File: src/rtl/rhp_pkg.sv
package rhp_pkg;
   // bit positions in the register word (software decodes these)
   localparam int B_CONN  = 0;
   localparam int B_EN    = 1;
   localparam int B_SUSP  = 2;
   localparam int B_OC    = 3;
   localparam int B_RST   = 4;
   localparam int B_PWR   = 8;
   localparam int B_LS    = 9;
   localparam int B_CHG   = 16;
   localparam int NCHG    = 5;
   localparam int REG_W   = 32;

   // indices inside the change-flag vector
   localparam int C_CONN = 0;
   localparam int C_EN   = 1;
   localparam int C_SUSP = 2;
   localparam int C_OC   = 3;
   localparam int C_RST  = 4;

   typedef struct packed {
      logic            dis_port;
      logic            ena_port;
      logic            go_susp;
      logic            go_resume;
      logic            go_reset;
      logic            pwr_on;
      logic            pwr_off;
      logic [NCHG-1:0] chg_clr;
   } cmd_t;
endpackage

File: src/rtl/rhp_cmd_dec.sv
module rhp_cmd_dec
   import rhp_pkg::*;
#(
   parameter int DATA_W = 32
) (
   input  logic              wr,
   input  logic [DATA_W-1:0] wdata,
   output cmd_t              cmd
);
   generate
      if (DATA_W < B_CHG + NCHG) begin : g_bad_width
         $error("rhp_cmd_dec: DATA_W too small for change field");
      end
   endgenerate

   always_comb begin
      cmd.dis_port  = wr & wdata[B_CONN];
      cmd.ena_port  = wr & wdata[B_EN];
      cmd.go_susp   = wr & wdata[B_SUSP];
      cmd.go_resume = wr & wdata[B_OC];
      cmd.go_reset  = wr & wdata[B_RST];
      cmd.pwr_on    = wr & wdata[B_PWR];
      cmd.pwr_off   = wr & wdata[B_LS];
      cmd.chg_clr   = wr ? wdata[B_CHG +: NCHG] : '0;
   end
endmodule

File: src/rtl/rhp_rst_timer.sv
module rhp_rst_timer #(
   parameter int RESET_MS = 10
) (
   input  logic clk,
   input  logic rst_n,
   input  logic start,
   input  logic abort,
   input  logic tick,
   output logic active,
   output logic done
);
   localparam int CW = $clog2(RESET_MS + 1);

   generate
      if (RESET_MS < 1) begin : g_bad_len
         $error("rhp_rst_timer: RESET_MS must be at least 1");
      end
   endgenerate

   logic [CW-1:0] cnt;

   assign done = active & tick & ~abort & (cnt == CW'(1));

   always_ff @(posedge clk) begin
      if (!rst_n) begin
         active <= 1'b0;
         cnt    <= '0;
      end else if (abort) begin
         active <= 1'b0;
         cnt    <= '0;
      end else if (start && !active) begin
         active <= 1'b1;
         cnt    <= CW'(RESET_MS);
      end else if (active && tick) begin
         if (cnt == CW'(1)) begin
            active <= 1'b0;
            cnt    <= '0;
         end else begin
            cnt <= cnt - CW'(1);
         end
      end
   end

   // without a tick or abort a running reset keeps going
   assert_hold_R5: assert property (@(posedge clk) disable iff (!rst_n)
      (active && !tick && !abort) |=> active);
   // completion ends the reset
   assert_end_R5: assert property (@(posedge clk) disable iff (!rst_n)
      done |=> !active);
   // abort always stops it
   assert_abort_R9: assert property (@(posedge clk) disable iff (!rst_n)
      abort |=> !active);
endmodule

File: src/rtl/rhp_chg_bits.sv
module rhp_chg_bits #(
   parameter int N = 5
) (
   input  logic         clk,
   input  logic         rst_n,
   input  logic [N-1:0] set,
   input  logic [N-1:0] clr,
   output logic [N-1:0] flags
);
   generate
      if (N < 1) begin : g_bad_n
         $error("rhp_chg_bits: N must be positive");
      end
      for (genvar i = 0; i < N; i++) begin : g_flag
         always_ff @(posedge clk) begin
            if (!rst_n)      flags[i] <= 1'b0;
            else if (set[i]) flags[i] <= 1'b1;
            else if (clr[i]) flags[i] <= 1'b0;
         end

         assert_clear_R8: assert property (@(posedge clk) disable iff (!rst_n)
            (clr[i] && !set[i]) |=> !flags[i]);
         assert_set_R8: assert property (@(posedge clk) disable iff (!rst_n)
            set[i] |=> flags[i]);
      end
   endgenerate
endmodule

File: src/rtl/rh_port_reg.sv
module rh_port_reg
   import rhp_pkg::*;
#(
   parameter int RESET_MS = 10,
   parameter bit OC_TRACK = 1'b1
) (
   input  logic             clk,
   input  logic             rst_n,
   input  logic             reg_wr,
   input  logic [REG_W-1:0] reg_wdata,
   output logic [REG_W-1:0] reg_rdata,
   input  logic             dev_present,
   input  logic             dev_lowspeed,
   input  logic             ovc_in,
   input  logic             ms_tick,
   output logic             port_enable,
   output logic             port_suspend,
   output logic             port_reset,
   output logic             port_power,
   output logic             change_pend
);
   cmd_t            cmd;
   logic            conn_q, ls_q, oc_q;
   logic            en_q, susp_q, pwr_q;
   logic            disc, rst_done, rst_act, rst_go;
   logic [NCHG-1:0] chg_set, chg;

   rhp_cmd_dec #(.DATA_W(REG_W)) u_dec (
      .wr    (reg_wr),
      .wdata (reg_wdata),
      .cmd   (cmd)
   );

   assign disc   = conn_q & ~dev_present;
   assign rst_go = cmd.go_reset & conn_q;

   rhp_rst_timer #(.RESET_MS(RESET_MS)) u_tmr (
      .clk    (clk),
      .rst_n  (rst_n),
      .start  (rst_go),
      .abort  (disc),
      .tick   (ms_tick),
      .active (rst_act),
      .done   (rst_done)
   );

   // sampled line levels
   always_ff @(posedge clk) begin
      if (!rst_n) begin
         conn_q <= 1'b0;
         ls_q   <= 1'b0;
      end else begin
         conn_q <= dev_present;
         ls_q   <= dev_lowspeed;
      end
   end

   logic oc_chg;
   generate
      if (OC_TRACK) begin : g_oc
         always_ff @(posedge clk) begin
            if (!rst_n) oc_q <= 1'b0;
            else        oc_q <= ovc_in;
         end
         assign oc_chg = oc_q ^ ovc_in;
      end else begin : g_no_oc
         assign oc_q   = 1'b0;
         assign oc_chg = 1'b0;
      end
   endgenerate

   // enable / suspend / power state
   always_ff @(posedge clk) begin
      if (!rst_n) begin
         en_q   <= 1'b0;
         susp_q <= 1'b0;
         pwr_q  <= 1'b0;
      end else begin
         if (disc)                          en_q <= 1'b0;
         else if (rst_done)                 en_q <= 1'b1;
         else if (cmd.dis_port)             en_q <= 1'b0;
         else if (cmd.ena_port && conn_q)   en_q <= 1'b1;

         if (disc || rst_done || cmd.dis_port) susp_q <= 1'b0;
         else if (cmd.go_resume && susp_q)     susp_q <= 1'b0;
         else if (cmd.go_susp && en_q)         susp_q <= 1'b1;

         if (cmd.pwr_off)     pwr_q <= 1'b0;
         else if (cmd.pwr_on) pwr_q <= 1'b1;
      end
   end

   always_comb begin
      chg_set         = '0;
      chg_set[C_CONN] = conn_q ^ dev_present;
      chg_set[C_EN]   = disc & en_q;
      chg_set[C_SUSP] = cmd.go_resume & susp_q & ~disc;
      chg_set[C_OC]   = oc_chg;
      chg_set[C_RST]  = rst_done;
   end

   rhp_chg_bits #(.N(NCHG)) u_chg (
      .clk   (clk),
      .rst_n (rst_n),
      .set   (chg_set),
      .clr   (cmd.chg_clr),
      .flags (chg)
   );

   always_comb begin
      reg_rdata                 = '0;
      reg_rdata[B_CONN]         = conn_q;
      reg_rdata[B_EN]           = en_q;
      reg_rdata[B_SUSP]         = susp_q;
      reg_rdata[B_OC]           = oc_q;
      reg_rdata[B_RST]          = rst_act;
      reg_rdata[B_PWR]          = pwr_q;
      reg_rdata[B_LS]           = conn_q & ls_q;
      reg_rdata[B_CHG +: NCHG]  = chg;
   end

   assign port_enable  = en_q;
   assign port_suspend = susp_q;
   assign port_reset   = rst_act;
   assign port_power   = pwr_q;
   assign change_pend  = |chg;

   // enable only ever rises with a device present
   assert_en_conn_R3: assert property (@(posedge clk) disable iff (!rst_n)
      $rose(en_q) |-> conn_q);
   // suspend implies enabled
   assert_susp_en_R4: assert property (@(posedge clk) disable iff (!rst_n)
      susp_q |-> en_q);
   // a new connection is flagged
   assert_conn_chg_R2: assert property (@(posedge clk) disable iff (!rst_n)
      $rose(conn_q) |-> chg[C_CONN]);
   // disconnect tears the port down
   assert_disc_R9: assert property (@(posedge clk) disable iff (!rst_n)
      $fell(conn_q) |-> (!en_q && !susp_q && !rst_act));
   // completed reset leaves the port enabled and flagged
   assert_rst_fin_R5: assert property (@(posedge clk) disable iff (!rst_n)
      ($fell(rst_act) && conn_q) |-> (en_q && chg[C_RST]));
   // power-off command wins
   assert_pwr_off_R6: assert property (@(posedge clk) disable iff (!rst_n)
      cmd.pwr_off |=> !pwr_q);
endmodule

File: config.mk
export PLATFORM = sky130hd
export DESIGN_NAME = rh_port_reg
export DESIGN_NICKNAME = d
export VERILOG_FILES = /design/src/rtl/rhp_pkg.sv /design/src/rtl/rhp_cmd_dec.sv /design/src/rtl/rhp_rst_timer.sv /design/src/rtl/rhp_chg_bits.sv /design/src/rtl/rh_port_reg.sv
export SDC_FILE = /design/constraint.sdc
export NUM_CORES = 1
export LEC_CHECK = 0
export BUFFER_PORTS_ARGS = -buffer_cell sky130_fd_sc_hd__buf_2
export CAP_MARGIN = 40
export CORE_MARGIN = 5
export CORE_UTILIZATION = 26
export CTS_CLUSTER_DIAMETER = 150
export CTS_CLUSTER_SIZE = 28
export DETAILED_ROUTE_END_ITERATION = 10
export PLACE_DENSITY = 0.7
export SYNTH_ARGS = -nofsm -noshare
export SYNTH_HDL_FRONTEND = slang
export SYNTH_SLANG_ARGS = --single-unit
File: constraint.sdc
create_clock -name clk -period 1.3 [get_ports clk]
set_input_delay 0.065 -clock clk [delete_from_list [all_inputs] [get_ports clk]]
set_output_delay 0.065 -clock clk [all_outputs]
set_load 0.005 [all_outputs]
Word level (Yosys, flattened, before mapping)
Cells that the tools add are included.
{"block": "word_totals", "ff_bits": 16, "inputBits": 39, "output_inout_bits": 37, "wordCells": 79}
{"block": "op_classes", "n_addsub": 1, "n_eq_ne": 1, "mux": 20, "bitwise": 21, "n_reduce_logical": 22}
{"cell": "$and A1 B1 Y1", "n": 16}
{"cell": "$mux W1", "n": 16}
{"cell": "$reduce_bool A2 Y1", "n": 7}
{"cell": "$mux W4", "n": 3}
{"cell": "$reduce_or A3 Y1", "n": 2}
{"cell": "$logic_and A1 B1 Y1", "n": 5}
{"cell": "$mux W5", "n": 1}
{"cell": "$reduce_or A5 Y1", "n": 1}
{"cell": "$eq A4 B1 Y1 const B", "n": 1}
{"cell": "$reduce_or A2 Y1", "n": 2}
{"cell": "$sub A4 B1 Y4 const B", "n": 1}
{"cell": "$not A1 Y1", "n": 3}
{"cell": "$reduce_bool A3 Y1", "n": 1}
{"cell": "$logic_or A1 B1 Y1", "n": 2}
{"cell": "$reduce_and A2 Y1", "n": 1}
{"cell": "$xor A1 B1 Y1", "n": 2}
{"cell": "$logic_not A1 Y1", "n": 1}

Logic depth before layout (Yosys ltp)
{"block": "logic_depth", "depth_word": 8, "ltp_mapped": 5, "mapped_depth_nobuf": 5}

Modules after synthesis
A second synthesis with hierarchy kept.
{"block": "hier_totals", "hier_cells": 115, "area_unflattened_um2": 1058.5}
{"mod": "rh_port_reg", "n_inst": 1, "cells_each": 57, "area_per_inst_um2": 469.2, "seq_area_each_um2": 120.1}
{"mod": "rhp_rst_timer", "n_inst": 1, "cells_each": 30, "area_per_inst_um2": 286.5, "seq_area_each_um2": 100.1}
{"mod": "rhp_chg_bits", "n_inst": 1, "cells_each": 15, "area_per_inst_um2": 206.4, "seq_area_each_um2": 100.1}
{"mod": "rhp_cmd_dec", "n_inst": 1, "cells_each": 13, "area_per_inst_um2": 96.3, "seq_area_each_um2": 0.0}

Worst setup path after synthesis
OpenSTA, ideal clock, no wires.
{"block": "synth_path", "path_kind": "reg-to-reg", "from": "reg u_tmr.cnt[1]", "to": "reg u_tmr.cnt[0]", "setup_ps": 122, "arrival_time_ps": 1128, "t_required_ps": 1178, "path_slack_ps": 50, "stages_incl_launch_ff": 6, "synth_period_minus_slack_ps": 1250, "cell_sequence": "dfxtp_1 inv_1 ha_1 or3b_4 a31oi_1 nor4_1"}
{"block": "synth_via", "elab_chain_cells": 2}
{"item": "from (decl)", "line_no": "rhp_rst_timer.sv:20", "rtl": "logic [CW-1:0] cnt;"}
{"item": "from (signal assigned)", "line_no": "rhp_rst_timer.sv:33", "rtl": "cnt <= CW'(RESET_MS);"}
{"item": "from (signal assigned)", "line_no": "rhp_rst_timer.sv:39", "rtl": "cnt <= cnt - CW'(1);"}
{"item": "$eq A4 B1 Y1", "line_no": "rhp_rst_timer.sv:35", "rtl": "if (cnt == CW'(1)) begin"}
{"item": "$mux W4", "line_no": "rhp_rst_timer.sv:35"}
Every way passes these cells.
A chain may end at the register's enable or synchronous reset.

Worst setup path after layout
Same ends and word-level chain as after synthesis.

==> summary.txt <==
Status
  – Status: complete, but fails checks
  – Failing checks: setup timing

Global routing
  – Overall Global Routing Usage: under 10%
  – Grt total ovfl: 0
  – Vias in the first global route: between 700 and 800
  – Antenna violations before repair: 0
  – Largest net degree at the start of global routing: 14
  – First-pass GRT wire length: approximately 3.2 mm

Min path
  – Hold Path Class: in2reg

Power and ir drop
  – Sequential share of power: between 40% and 50%
  – Sw frac: approximately a quarter
  – Clock Power Share: 38.8%
  – Comb power frac: between 10 and 15%
  – Pleak: slightly below 0.6 nW
  – Pwr per Cell Area: 940 nW/um2
  – P_int: approximately 0.86 mW
  – Worst VDD drop: between 500 and 600 uV
  – Power, Total: about 1.1 mW
  – Switching power: about 0.27 mW

Place
  – IO Port Bufs: 35
  – DP Cell Count: between 150 and 200
  – Detailed placement HPWL: ~1.7 mm
  – Gpl congestion: between 0.8 and 0.9

Logic synthesis
  – Cell count after synthesis: 113
  – Avg Inst Size Synth: 8.46 um2
  – Share of the synthesized area in the top cell type: 33.5%
  – Seq cells post-synth: 16
  – Cell taking the most area after synthesis: dfxtp_1
  – Cell Area, Synth: around 960 um2
  – Synth unique cells: 34
  – Seq/Total Area, Yosys: between 30% and 40%
  – Yosys Warn Count: 0
  – Largest cells by area after synthesis: dfxtp_1, buf_4, nand2_1

Setup path
  – Critical Path Sink Type: flop
  – Reg2reg setup slack: -0.01 ns
  – Worst path bufs/invs: 1
  – Worst Path Arrival: around 1.4 ns
  – Worst Setup Path Type: reg2reg
  – Slowest cell delay on critical path: 0.43 ns
  – Top Family by Delay on Critical Path: simple AND/OR/NAND/NOR gates
  – Req. time, crit path: 1.43 ns
  – Crit path cell chain: inv_2 -> ha_1 -> or3b_4 -> a31oi_4 -> nor4_2
  – CP max FO: 5
  – Startpoint types: flop
  – Crit-path slowest cell: or3b_4

Floorplan
  – IO Count: 76
  – Die Area: 4990 um2
  – DIE HEIGHT: 70.6 um
  – Initial Util: 26.5%
  – Die width: 70.6 um
  – Standard-cell rows: 22
  – Core ar.: approximately 3600 um2

Detailed routing
  – Detailed Routing Iterations Pass 1: 4
  – DRC viols: 0
  – WL/cell: about 11 um
  – Vias: 782
  – Remaining antenna violation count: 0
  – Routed WL: roughly 2.1 mm
  – Post-DR vias/cell: 3.95
  – Initial DRC Count: 7

Clocking
  – Clk pin slew, worst setup/hold paths: 0.06 ns
  – Post-CTS Hold Buffers: 0
  – Max Root-Sink Buffers: 2
  – Clk sinks: 16
  – CTS Buf Count: 3
  – Root buffer cell: clkbuf_8
  – Clk_lat worst skew: 0.25 ns
  – CTS tree: yes
  – H-tree depth: 1

Timing
  – Min cycle time layout: between 1 and 1.5 ns
  – Post-route setup slack: -0.0120 ns
  – Max frequency: 762 MHz
  – Final Setup Violations: 1
  – Setup TNS: -0.0120 ns
  – Final Hold Viols: 0
  – RSZ-0062 raised after global routing: yes
  – Slew Limit Fails: 0
  – Fin crit share: 101%
  – Setup Skew: around 0.00089 ns

Cells and area
  – Layout cells sized above 1: approximately two fifths
  – Filler Cell Count: 398
  – Final core occ: 33.0%
  – Fin cells: between 150 and 200
  – Net count, final: ~190
  – Antenna fix cells: 0
  – Area grow syn2layout: 24.6%

Job
  – MaxCap Viol Count: 0
cell usage in the layout (no fill, tap or decap), types with 2 or more instances in the layout:
master and count:
buf_2 35, conb_1 20, dfxtp_1 14, nand2_1 11, buf_4 7, nor2_1 6
a21oi_1 5, inv_1 4, and2_1 4, nand3_1 4, clkbuf_8 4, ha_1 3
nor3_1 2, o21ai_1 2, a31oi_1 2, nor3_2 2, nor2b_1 2, xor2_1 2
sequential cells by signal, summed over array words and instances (netlist names):
signal / flops
ls_q: 1
port_power: 1
u_tmr.active: 1
conn_q: 1
u_tmr.cnt: 4
port_suspend: 1
port_enable: 1
oc_q: 1
u_chg.flags: 5
what timing repair did:
action | in CTS | in global routing
gates cloned | 0 | 0
gates resized for setup | 3 | 4
setup buffers | 1 | 1
pin swaps | 2 | 2
setup endpoints to repair | 1 | 2
Yosys cell counts:
cell / count
buf_2: 2
nand2b_2: 1
nor4bb_1: 1
dfxtp_1: 16
or2b_1: 1
o21a_1: 1
a21o_1: 1
a22oi_1: 1
a31o_2: 1
nor2b_1: 2
xor2_1: 2
or3b_4: 1
nor2_1: 6
nor4_1: 1
o21ba_1: 1
nand2_1: 11
nand2_2: 1
o21bai_4: 1
inv_1: 5
a221oi_1: 1
nand3_1: 4
a21boi_1: 1
nor3_1: 2
nor3_2: 2
ha_1: 3
o21ai_1: 2
o21ai_0: 1
and2_1: 4
conb_1: 1
nand4b_1: 1
a21oi_1: 5
buf_4: 26
a31oi_1: 3
a21boi_0: 1
cell type report:
cell class	count	area (um2)	share of cell area, %
multi-input combinational	83	504	42.3
tap	48	60.1	5.04
clock buffer	4	55.1	4.62
timing repair buffer	42	228	19.1
inverter	5	18.8	1.58
sequential	16	325	27.3
routing by layer:
metal | up-vias | global-route usage [%] | part of all wire [%]
met5 | - | 0 | 0
met4 | 0 | 4.38 | 2.1
met3 | 4 | 1.85 | 7.3
met2 | 27 | 13.1 | 49
met1 | 346 | 9.35 | 41
li1 | 405 | - | -
metrics by stage:
step / setup slack [ns] / instance area (um2) / hold WS [ns]
floorplan: 0.0504 / 1030 / 0.183
global placement: 0.0192 / 1090 / 0.271
detailed placement: -0.0277 / 1090 / 0.275
CTS: 0.00596 / 1160 / 0.0164
global route: -0.0557 / 1190 / 0.0279
finish: -0.0120 / 1190 / 0.0206
path summary, 6_finish.rpt:
path                                      from             end  cells after the start
worst max register to register    u_tmr.cnt[1]    u_tmr.cnt[0]                      5
worst min register to register  u_chg.flags[0]  u_chg.flags[0]                      2
worst max-delay path              u_tmr.cnt[1]    u_tmr.cnt[0]                      5
worst min-delay path              dev_lowspeed            ls_q                      2
power groups by stage:
stage / clock network, mW / registers (mW) / logic, mW
6_report: 0.434 / 0.522 / 0.164
2_1_floorplan: 0 / 0.533 / 0.132
3_5_place_dp: 0 / 0.533 / 0.157
3_3_place_gp: 0 / 0.533 / 0.155
4_1_cts: 0.454 / 0.523 / 0.160
5_1_grt: 0.475 / 0.524 / 0.187
logic make-up after synthesis:
logic type / synth area share, %
compound gates: 14.9
xor+xnor: 1.83
fa+ha+maj: 3.93
buf+inv: 23.4
flops: 33.5
other cells: 0.392
simple gates: 22.0
No activity file was read; power rests on OpenSTA's default activity.
